===== config.mk =====
export PLATFORM = sky130hd
export DESIGN_NAME = cycle_timer_top
export DESIGN_NICKNAME = d
export VERILOG_FILES = /design/src/rtl/cyc_pkg.sv /design/src/rtl/cyc_sync_edge.sv /design/src/rtl/cyc_timebase.sv /design/src/rtl/cyc_ctl_pulse.sv /design/src/rtl/cyc_div_pulse.sv /design/src/rtl/cycle_timer_top.sv
export SDC_FILE = /design/constraint.sdc
export NUM_CORES = 1
export LEC_CHECK = 0
export BUFFER_PORTS_ARGS = -buffer_cell sky130_fd_sc_hd__buf_4
export CORE_MARGIN = 5
export CORE_UTILIZATION = 46
export DETAILED_ROUTE_END_ITERATION = 7
export PLACE_DENSITY_LB_ADDON = 0.15
export SYNTH_ARGS = -nofsm -noshare
export SYNTH_HDL_FRONTEND = slang
export SYNTH_SLANG_ARGS = --single-unit

===== constraint.sdc =====
create_clock -name clk -period 3.8 [get_ports clk]
set_clock_uncertainty 0.1 [all_clocks]
set_input_delay 0.38 -clock clk [delete_from_list [all_inputs] [get_ports clk]]
set_output_delay 0.38 -clock clk [all_outputs]
set_load 0.005 [all_outputs]

===== src/rtl/cyc_pkg.sv =====
package cyc_pkg;

  typedef enum logic {
    SRC_INTERNAL = 1'b0,
    SRC_EXTERNAL = 1'b1
  } cyc_src_e;

  // Output level for a pulse: active_low inverts the raw window.
  function automatic logic out_level(input logic active, input logic active_low);
    return active ^ active_low;
  endfunction

endpackage


===== src/rtl/cyc_sync_edge.sv =====
module cyc_sync_edge #(
  parameter int SYNC_STAGES = 2
) (
  input  logic clk,
  input  logic rst,
  input  logic sync_in,
  input  logic rise_active,
  output logic edge_o
);
  localparam int LAST = SYNC_STAGES;

  // Stages 0..LAST-1 synchronise, stage LAST holds the previous level.
  logic [LAST:0] sr;

  always_ff @(posedge clk) begin
    if (rst) sr <= '0;
    else     sr <= {sr[LAST-1:0], sync_in};
  end

  logic cur_lvl, prev_lvl;
  assign cur_lvl  = sr[LAST-1];
  assign prev_lvl = sr[LAST];

  assign edge_o = rise_active ? (cur_lvl & ~prev_lvl) : (~cur_lvl & prev_lvl);

endmodule


===== src/rtl/cyc_timebase.sv =====
module cyc_timebase #(
  parameter int DIV_W  = 5,
  parameter int TIME_W = 16
) (
  input  logic              clk,
  input  logic              rst,
  input  logic              cyc_go,
  input  logic [DIV_W-1:0]  cfg_div,
  input  logic [TIME_W-1:0] cfg_period,
  output logic              tick,
  output logic [TIME_W-1:0] us_cnt,
  output logic              wrap
);
  localparam logic [TIME_W-1:0] US_MAX = '1;

  logic [DIV_W-1:0]  div_q;
  logic [DIV_W-1:0]  pre_cnt;
  logic [TIME_W-1:0] period_q;

  assign tick = (pre_cnt == div_q);
  assign wrap = tick && (({1'b0, us_cnt} + 1'b1) == {1'b0, period_q});

  always_ff @(posedge clk) begin
    if (rst) begin
      div_q    <= '0;
      period_q <= '0;
      pre_cnt  <= '0;
      us_cnt   <= '0;
    end else if (cyc_go) begin
      div_q    <= cfg_div;
      period_q <= cfg_period;
      pre_cnt  <= '0;
      us_cnt   <= '0;
    end else if (tick) begin
      pre_cnt <= '0;
      if (us_cnt != US_MAX) us_cnt <= us_cnt + 1'b1;
    end else begin
      pre_cnt <= pre_cnt + 1'b1;
    end
  end

endmodule


===== src/rtl/cyc_ctl_pulse.sv =====
module cyc_ctl_pulse
  import cyc_pkg::*;
#(
  parameter int TIME_W = 16
) (
  input  logic              clk,
  input  logic              rst,
  input  logic              cyc_go,
  input  logic [TIME_W-1:0] us_cnt,
  input  logic [TIME_W-1:0] cfg_start,
  input  logic [TIME_W-1:0] cfg_width,
  input  logic              cfg_low,
  output logic              pulse_o,
  output logic              low_q
);
  logic [TIME_W-1:0] start_q, width_q;
  logic [TIME_W:0]   stop_pt;
  logic              in_win;

  assign stop_pt = {1'b0, start_q} + {1'b0, width_q};
  assign in_win  = ({1'b0, us_cnt} >= {1'b0, start_q}) && ({1'b0, us_cnt} < stop_pt);

  always_ff @(posedge clk) begin
    if (rst) begin
      start_q <= '0;
      width_q <= '0;
      low_q   <= 1'b0;
      pulse_o <= 1'b0;
    end else begin
      pulse_o <= out_level(in_win, low_q);
      if (cyc_go) begin
        start_q <= cfg_start;
        width_q <= cfg_width;
        low_q   <= cfg_low;
      end
    end
  end

endmodule


===== src/rtl/cyc_div_pulse.sv =====
module cyc_div_pulse
  import cyc_pkg::*;
#(
  parameter int TIME_W = 16,
  parameter int CNT_W  = 8
) (
  input  logic              clk,
  input  logic              rst,
  input  logic              cyc_go,
  input  logic              tick,
  input  logic [TIME_W-1:0] us_cnt,
  input  logic [TIME_W-1:0] cfg_start,
  input  logic [CNT_W-1:0]  cfg_count,
  input  logic [TIME_W-1:0] cfg_interval,
  input  logic              cfg_low,
  output logic              pulse_o,
  output logic              low_q,
  output logic              idle_o
);
  logic [TIME_W:0]   next_at;
  logic [CNT_W-1:0]  left_q;
  logic [TIME_W-1:0] step_q;
  logic              hit;

  assign hit    = (left_q != '0) && ({1'b0, us_cnt} == next_at);
  assign idle_o = (left_q == '0);

  always_ff @(posedge clk) begin
    if (rst) begin
      next_at <= '0;
      left_q  <= '0;
      step_q  <= '0;
      low_q   <= 1'b0;
      pulse_o <= 1'b0;
    end else begin
      pulse_o <= out_level(hit, low_q);
      if (cyc_go) begin
        next_at <= {1'b0, cfg_start};
        left_q  <= cfg_count;
        step_q  <= (cfg_interval == '0) ? TIME_W'(1) : cfg_interval;
        low_q   <= cfg_low;
      end else if (tick && hit) begin
        next_at <= next_at + {1'b0, step_q};
        left_q  <= left_q - 1'b1;
      end
    end
  end

endmodule


===== src/rtl/cycle_timer_top.sv =====
module cycle_timer_top
  import cyc_pkg::*;
#(
  parameter int SYNC_STAGES = 2,
  parameter int DIV_W       = 5,
  parameter int TIME_W      = 16,
  parameter int CNT_W       = 8
) (
  input  logic              clk,
  input  logic              rst,
  input  logic              sync_in,
  input  logic              cfg_ext_sync,
  input  logic              cfg_sync_rise,
  input  logic [DIV_W-1:0]  cfg_us_div,
  input  logic [TIME_W-1:0] cfg_period,
  input  logic [TIME_W-1:0] cfg_ctl_start,
  input  logic [TIME_W-1:0] cfg_ctl_width,
  input  logic              cfg_ctl_low,
  input  logic [TIME_W-1:0] cfg_div_start,
  input  logic [CNT_W-1:0]  cfg_div_count,
  input  logic [TIME_W-1:0] cfg_div_interval,
  input  logic              cfg_div_low,
  output logic              cycle_start,
  output logic              ctl_clk,
  output logic              div_clk
);
  logic              sync_edge;
  logic              tick;
  logic              wrap;
  logic [TIME_W-1:0] us_cnt;
  logic              first_q;
  logic              cyc_go;
  logic              ctl_low_q;
  logic              div_low_q;
  logic              div_idle;
  cyc_src_e          src;

  assign src    = cyc_src_e'(cfg_ext_sync);
  assign cyc_go = first_q | ((src == SRC_EXTERNAL) ? sync_edge : wrap);

  always_ff @(posedge clk) begin
    if (rst) begin
      first_q     <= 1'b1;
      cycle_start <= 1'b0;
    end else begin
      first_q     <= 1'b0;
      cycle_start <= cyc_go;
    end
  end

  cyc_sync_edge #(.SYNC_STAGES(SYNC_STAGES)) u_sync (
    .clk(clk), .rst(rst), .sync_in(sync_in),
    .rise_active(cfg_sync_rise), .edge_o(sync_edge)
  );

  cyc_timebase #(.DIV_W(DIV_W), .TIME_W(TIME_W)) u_tb (
    .clk(clk), .rst(rst), .cyc_go(cyc_go), .cfg_div(cfg_us_div),
    .cfg_period(cfg_period), .tick(tick), .us_cnt(us_cnt), .wrap(wrap)
  );

  cyc_ctl_pulse #(.TIME_W(TIME_W)) u_ctl (
    .clk(clk), .rst(rst), .cyc_go(cyc_go), .us_cnt(us_cnt),
    .cfg_start(cfg_ctl_start), .cfg_width(cfg_ctl_width), .cfg_low(cfg_ctl_low),
    .pulse_o(ctl_clk), .low_q(ctl_low_q)
  );

  cyc_div_pulse #(.TIME_W(TIME_W), .CNT_W(CNT_W)) u_div (
    .clk(clk), .rst(rst), .cyc_go(cyc_go), .tick(tick), .us_cnt(us_cnt),
    .cfg_start(cfg_div_start), .cfg_count(cfg_div_count),
    .cfg_interval(cfg_div_interval), .cfg_low(cfg_div_low),
    .pulse_o(div_clk), .low_q(div_low_q), .idle_o(div_idle)
  );

endmodule


### Yosys cells after proc, flatten, opt, wreduce, memory -nomap -nowiden

Cells that the tools add are included.

* word-level logic and storage cells: 54
* flip-flop bits (word level): 124
* output and inout bits: 3

* magnitude comparators: 2
* reductions and logical operators: 10
* bitwise gates (word level): 7
* mux-type cells: 8
* add/subtract/negate cells: 6
* eq/ne operators: 4

Operators by type and width (count)
* $mux W16: 3
* $add A16 B1 Y17 const B: 1
* $add A16 B16 Y17: 1
* $add A17 B16 Y17: 1
* $eq A16 B17 Y1: 1
* $eq A17 B16 Y1: 1
* $lt A16 B17 Y1: 1
* $add A16 B1 Y16 const B: 1
* $ge A16 B16 Y1: 1
* $logic_not A16 Y1: 1
* $mux W8: 2
* $ne A16 B16 Y1 const B: 1
* $reduce_bool A8 Y1: 1
* $sub A8 B1 Y8 const B: 1
* $add A5 B1 Y5 const B: 1
* $eq A5 B5 Y1: 1
* $logic_and A1 B1 Y1: 4
* $mux W1: 3
* $reduce_or A3 Y1: 1
* $and A1 B1 Y1: 2
* $not A1 Y1: 2
* $reduce_and A2 Y1: 1
* $reduce_bool A2 Y1: 1
* $reduce_or A2 Y1: 1
* other kinds (2): 3

### Depth between registers and ports, before layout

* depth after elaboration: 6
* depth in mapped cells: 17
* depth with buffers taken out: 17

### Hierarchy

From an unflattened synthesis, not the netlist that was laid out.

* cells, all modules: 871
* area total of the unflattened synthesis: 7815.0 µm²

By module, submodules not included
* cyc_div_pulse: cells each 304, instances 1, area each 2708.8 µm², sequential area each 860.8 µm²
* cyc_ctl_pulse: cells each 305, instances 1, area each 2673.8 µm², sequential area each 680.7 µm²
* cyc_timebase: cells each 247, instances 1, area each 2268.4 µm², sequential area each 840.8 µm²
* cyc_sync_edge: cells each 9, instances 1, area each 101.3 µm², sequential area each 60.1 µm²
* cycle_timer_top: cells each 6, instances 1, area each 62.6 µm², sequential area each 40.0 µm²

### Least setup slack after synthesis

No wires, ideal clock.

* path kind: flip-flop to flip-flop
* start: register u_ctl.start_q[1]
* end: register u_ctl.pulse_o
* cell stages (with the launch flop): 17
* path buffers: 0
* library setup time: 0.121 ns
* slack: -0.035 ns
* data arrival time: 3.615 ns
* cell sequence: dfxtp_1 -> ha_1 -> a21oi_1 -> o211ai_1 -> o31ai_1 -> o21ai_0 -> o41ai_1 -> o2111ai_1 -> a21oi_1 -> xor2_1 -> ha_1 -> or4_1 -> a211oi_1 -> o31ai_1 -> nand4_1 -> o311a_1 -> mux2_2

* longest elaborated chain between the ends: 4

RTL lines
* start, declared: RTL line cyc_ctl_pulse.sv:16 `logic [TIME_W-1:0] start_q, width_q;`
* start signal, assigned: RTL line cyc_ctl_pulse.sv:32 `start_q <= cfg_start;`
* $add A16 B16 Y17: RTL line cyc_ctl_pulse.sv:20 `assign stop_pt = {1'b0, start_q} + {1'b0, width_q};`
* $lt A16 B17 Y1: RTL line cyc_ctl_pulse.sv:21 `assign in_win = ({1'b0, us_cnt} >= {1'b0, start_q}) && ({1'b0, us_cnt} < stop_pt);`
* $logic_and A1 B1 Y1 *: RTL line cyc_ctl_pulse.sv:21
* $xor A1 B1 Y1 *: RTL line cyc_pkg.sv:10 `return active ^ active_low;`
* end signal, assigned: RTL line cyc_ctl_pulse.sv:30 `pulse_o <= out_level(in_win, low_q);`
* end, declared: RTL line cyc_ctl_pulse.sv:13 `output logic pulse_o,`

Every way passes the cells marked *; elsewhere a longest branch is shown, timed or not.
A chain may end at the register's enable or synchronous reset.

### Worst setup path after layout

Same ends and word-level chain as after synthesis.

==> out/qor.yml <==
outcome: "finished, violations left"
failed_checks: "negative setup slack"
dpl-instance-area_um2: 9010
cts_tree: "built"
vias: 6696
switchingPower_mw: 0.951
power.density_nw_per_um2: 385
core-area_um2: 16600
stdcell_area_um2: 9900
postRouteAntennaNets: 0
num-fill-cells: 1488
power.total_mw: 3.81
rows: 47
nNetsFinal: 1192
final.setup.tns_ns: -0.0544
relSlewSlack: 0.636
ioPinCount: 103
criticalPathCategory: "reg2reg"
worst_skew_pair.late_latency_ns: 0.41
clock.fmax_ghz: 0.259
grt_usage: 0.200
register_area_um2: 2490
syn_inst: 885
synth-edff-count: 0
grt_pass1_wl_mm: 32.1
avgSynthCellArea_um2: 8.85
critPathArrivalTime_ns: 4.06
fin_ws_ns: -0.0544
endpoint_kind: "flip-flop"
p_clk_frac: 0.454
numCtsBuffers: 17
max-vdd-ir-drop_v: 0.000311
port-buffer-count: 102
drive_gt1_frac: 0.238
yosys_warnings: 0
vias_per_cell: 5.34
hold_class: "in2reg"
crit_required_ns: 4.00
cts_root_buffer: "clkbuf_16"
start_util: 0.470
p_int_mw: 2.86
final_cells: 1255
dp_cells: 1207
cts.clk_slew.worst_paths_ns: 0.05
netlist_area_um2: 7830
power.leakage_nw: 4.47
drv_cap: 0
drt_iter0_drc: 343
overflow: 0
drtPass1Iterations: 5
r2r-start: "u_ctl.start_q[1]"
final_util: 0.595
synth_nets: 1054
hold_slack_ns: 0.0845
setup_violations: 1
synth.distinct_cells: 63
multi_input_area_um2: 5100
tightest_slew_ns: 0.546
diodes: 0
timing.rr.end: "u_ctl.pulse_o"
cp_max_fo: 2
rsz0062_at_grt: "true"
seqPwrFrac: 0.378
synth-seq-cells: 124
ys.flop_type: "dfxtp_1"
area_growth_pct: 26.4
switching_share: 0.249
final_hold_viol_count: 0
rrSetupSlack_ns: -0.05
drv_slew: 0
min_delay_path_depth: 2
wl_per_cell_um: 15.6
gp_congestion: 0.900
drc: 0
clockBufferDepth: 2
wirelength_mm: 19.5
grt_pass1_vias: 6575
worstRegToRegCells: 17
die_h_um: 140
power_frac_comb: 0.168
hp-start: "sync_in"
antenna_found_initial: 0
dp_hpwl_mm: 14.4
period_share: 1.01
holdPathEnd: "u_sync.sr[0]"
startpoint_type: "flip-flop"
grt_max_degree: 46
post-place-ws_ns: -0.215
ys_async_sr_fraction: 0
min_period_ns: 3.85
die_area_um2: 19700
clkSinkCount: 124
die_w_um: 140
yosysSeqAreaShare: 0.317
htreeDepth: 4
[layout by cell type (no fill, tap or decap), types with 7 or more instances in the layout]
master,Yosys,layout
nor2_1,141,140
nor4_1,12,12
a21o_1,8,8
nor3_1,19,19
clkbuf_16,0,17
buf_4,5,157
dfxtp_1,124,120
a211oi_2,7,10
ha_1,67,60
nor2b_1,14,14
a311oi_2,11,11
xnor2_1,30,29
or3_1,8,8
mux2i_1,76,76
nand3_1,15,15
a31oi_1,9,8
nand4_1,8,8
a21oi_1,29,27
xor2_1,52,51
inv_1,38,38
o21ai_0,30,27
nand2b_1,9,9
o21a_1,7,7
nand2_1,51,51
[flip-flops by register name, indices dropped and copies added, names as in the netlist]
register / flops
u_div.next_at: 17
u_ctl.start_q: 16
u_ctl.width_q: 16
u_div.step_q: 16
u_tb.period_q: 16
u_tb.us_cnt: 16
u_div.left_q: 8
u_tb.div_q: 5
u_tb.pre_cnt: 5
u_sync.sr: 3
cycle_start: 1
first_q: 1
u_ctl.low_q: 1
u_ctl.pulse_o: 1
u_div.low_q: 1
u_div.pulse_o: 1
[critical path, cell delays in order (launching register included)]
cell and delay [ns]:
dfxtp_2 0.33, ha_4 0.24, a21oi_4 0.16, o211ai_1 0.15, o31ai_1 0.29, o21ai_1 0.16
o41ai_2 0.30, buf_4 0.18, o21bai_1 0.07, a21oi_2 0.16, xor2_1 0.10, ha_2 0.19
or4_4 0.43, a211oi_2 0.18, o31ai_2 0.10, nand4_1 0.11, o311a_1 0.18, mux2_4 0.29
[power by group through the flow]
| stage | Clock [mW] | Sequential [mW] | Combinational, mW |
|---|---|---|---|
| floorplan | 0 | 1.45 | 0.426 |
| global placement | 0 | 1.46 | 0.612 |
| detailed placement | 0 | 1.47 | 0.616 |
| CTS | 1.76 | 1.44 | 0.630 |
| global route | 1.83 | 1.45 | 0.714 |
| finish | 1.73 | 1.44 | 0.640 |
[worst max path at each step]
stage                    endpoint              from  cells after the start
floorplan           u_ctl.pulse_o  u_ctl.start_q[1]                     16
global placement    u_ctl.pulse_o  u_ctl.width_q[1]                     16
detailed placement  u_ctl.pulse_o  u_ctl.width_q[1]                     16
CTS                 u_ctl.pulse_o  u_ctl.width_q[2]                     17
global route        u_ctl.pulse_o  u_ctl.start_q[1]                     17
finish              u_ctl.pulse_o  u_ctl.start_q[1]                     17
[cells in the mapped netlist, types with 4 or more instances]
master / n / area share
nor3_1: 19 / 0.012
o21bai_1: 4 / 0.0038
o21a_1: 7 / 0.0067
buf_2: 12 / 0.0077
xnor2_1: 30 / 0.034
buf_4: 5 / 0.0048
clkbuf_1: 16 / 0.0077
a211oi_1: 8 / 0.0077
nand2_1: 51 / 0.024
or3_1: 8 / 0.0064
a21oi_1: 29 / 0.019
o2111ai_1: 6 / 0.0067
dfxtp_1: 124 / 0.32
xor2_1: 52 / 0.058
mux2i_1: 76 / 0.097
buf_6: 8 / 0.012
nand4_1: 8 / 0.0064
o31ai_1: 7 / 0.0067
nor2_1: 141 / 0.068
nor2b_1: 14 / 0.011
nor4_1: 12 / 0.0096
a211oi_2: 7 / 0.011
a311oi_2: 11 / 0.021
nand2b_1: 9 / 0.0072
a21o_1: 8 / 0.0077
inv_1: 38 / 0.018
a31oi_1: 9 / 0.0072
nand3_1: 15 / 0.0096
ha_1: 67 / 0.11
o21ai_0: 30 / 0.019
[per-layer routing]
metal | routed length (µm) | track usage
met1 | 9200 | 0.262
met2 | 8890 | 0.322
met3 | 1040 | 0.0511
met4 | 386 | 0.0622
met5 | 0 | 0
[final cells by class]
class / instances / area share
Timing Repair Buffer: 161 / 0.127
Multi-Input combinational cell: 681 / 0.516
Clock buffer: 24 / 0.0497
Clock inverter: 7 / 0.0137
Tap cell: 220 / 0.0278
Inverter: 38 / 0.0144
Sequential cell: 124 / 0.251
[cells by family after synthesis]
kind of cell | after synthesis | synth area share
buffers and inverters | 80 | 0.0503
and+or+nand+nor | 303 | 0.185
DFF | 124 | 0.317
xor gates and xnor gates | 82 | 0.0917
AOI/OAI and AO/OA | 150 | 0.145
muxes | 77 | 0.0986
adders and majority gates | 69 | 0.112
[repair_timing]
| action | in CTS | in global routing |
|---|---|---|
| hold buffers | 0 | 0 |
| setup buffers | 16 | 1 |
| setup endpoints to repair | 1 | 1 |
| resized for setup | 12 | 19 |
| pin swaps | 13 | 14 |
No activity file was read; power rests on OpenSTA's default activity.
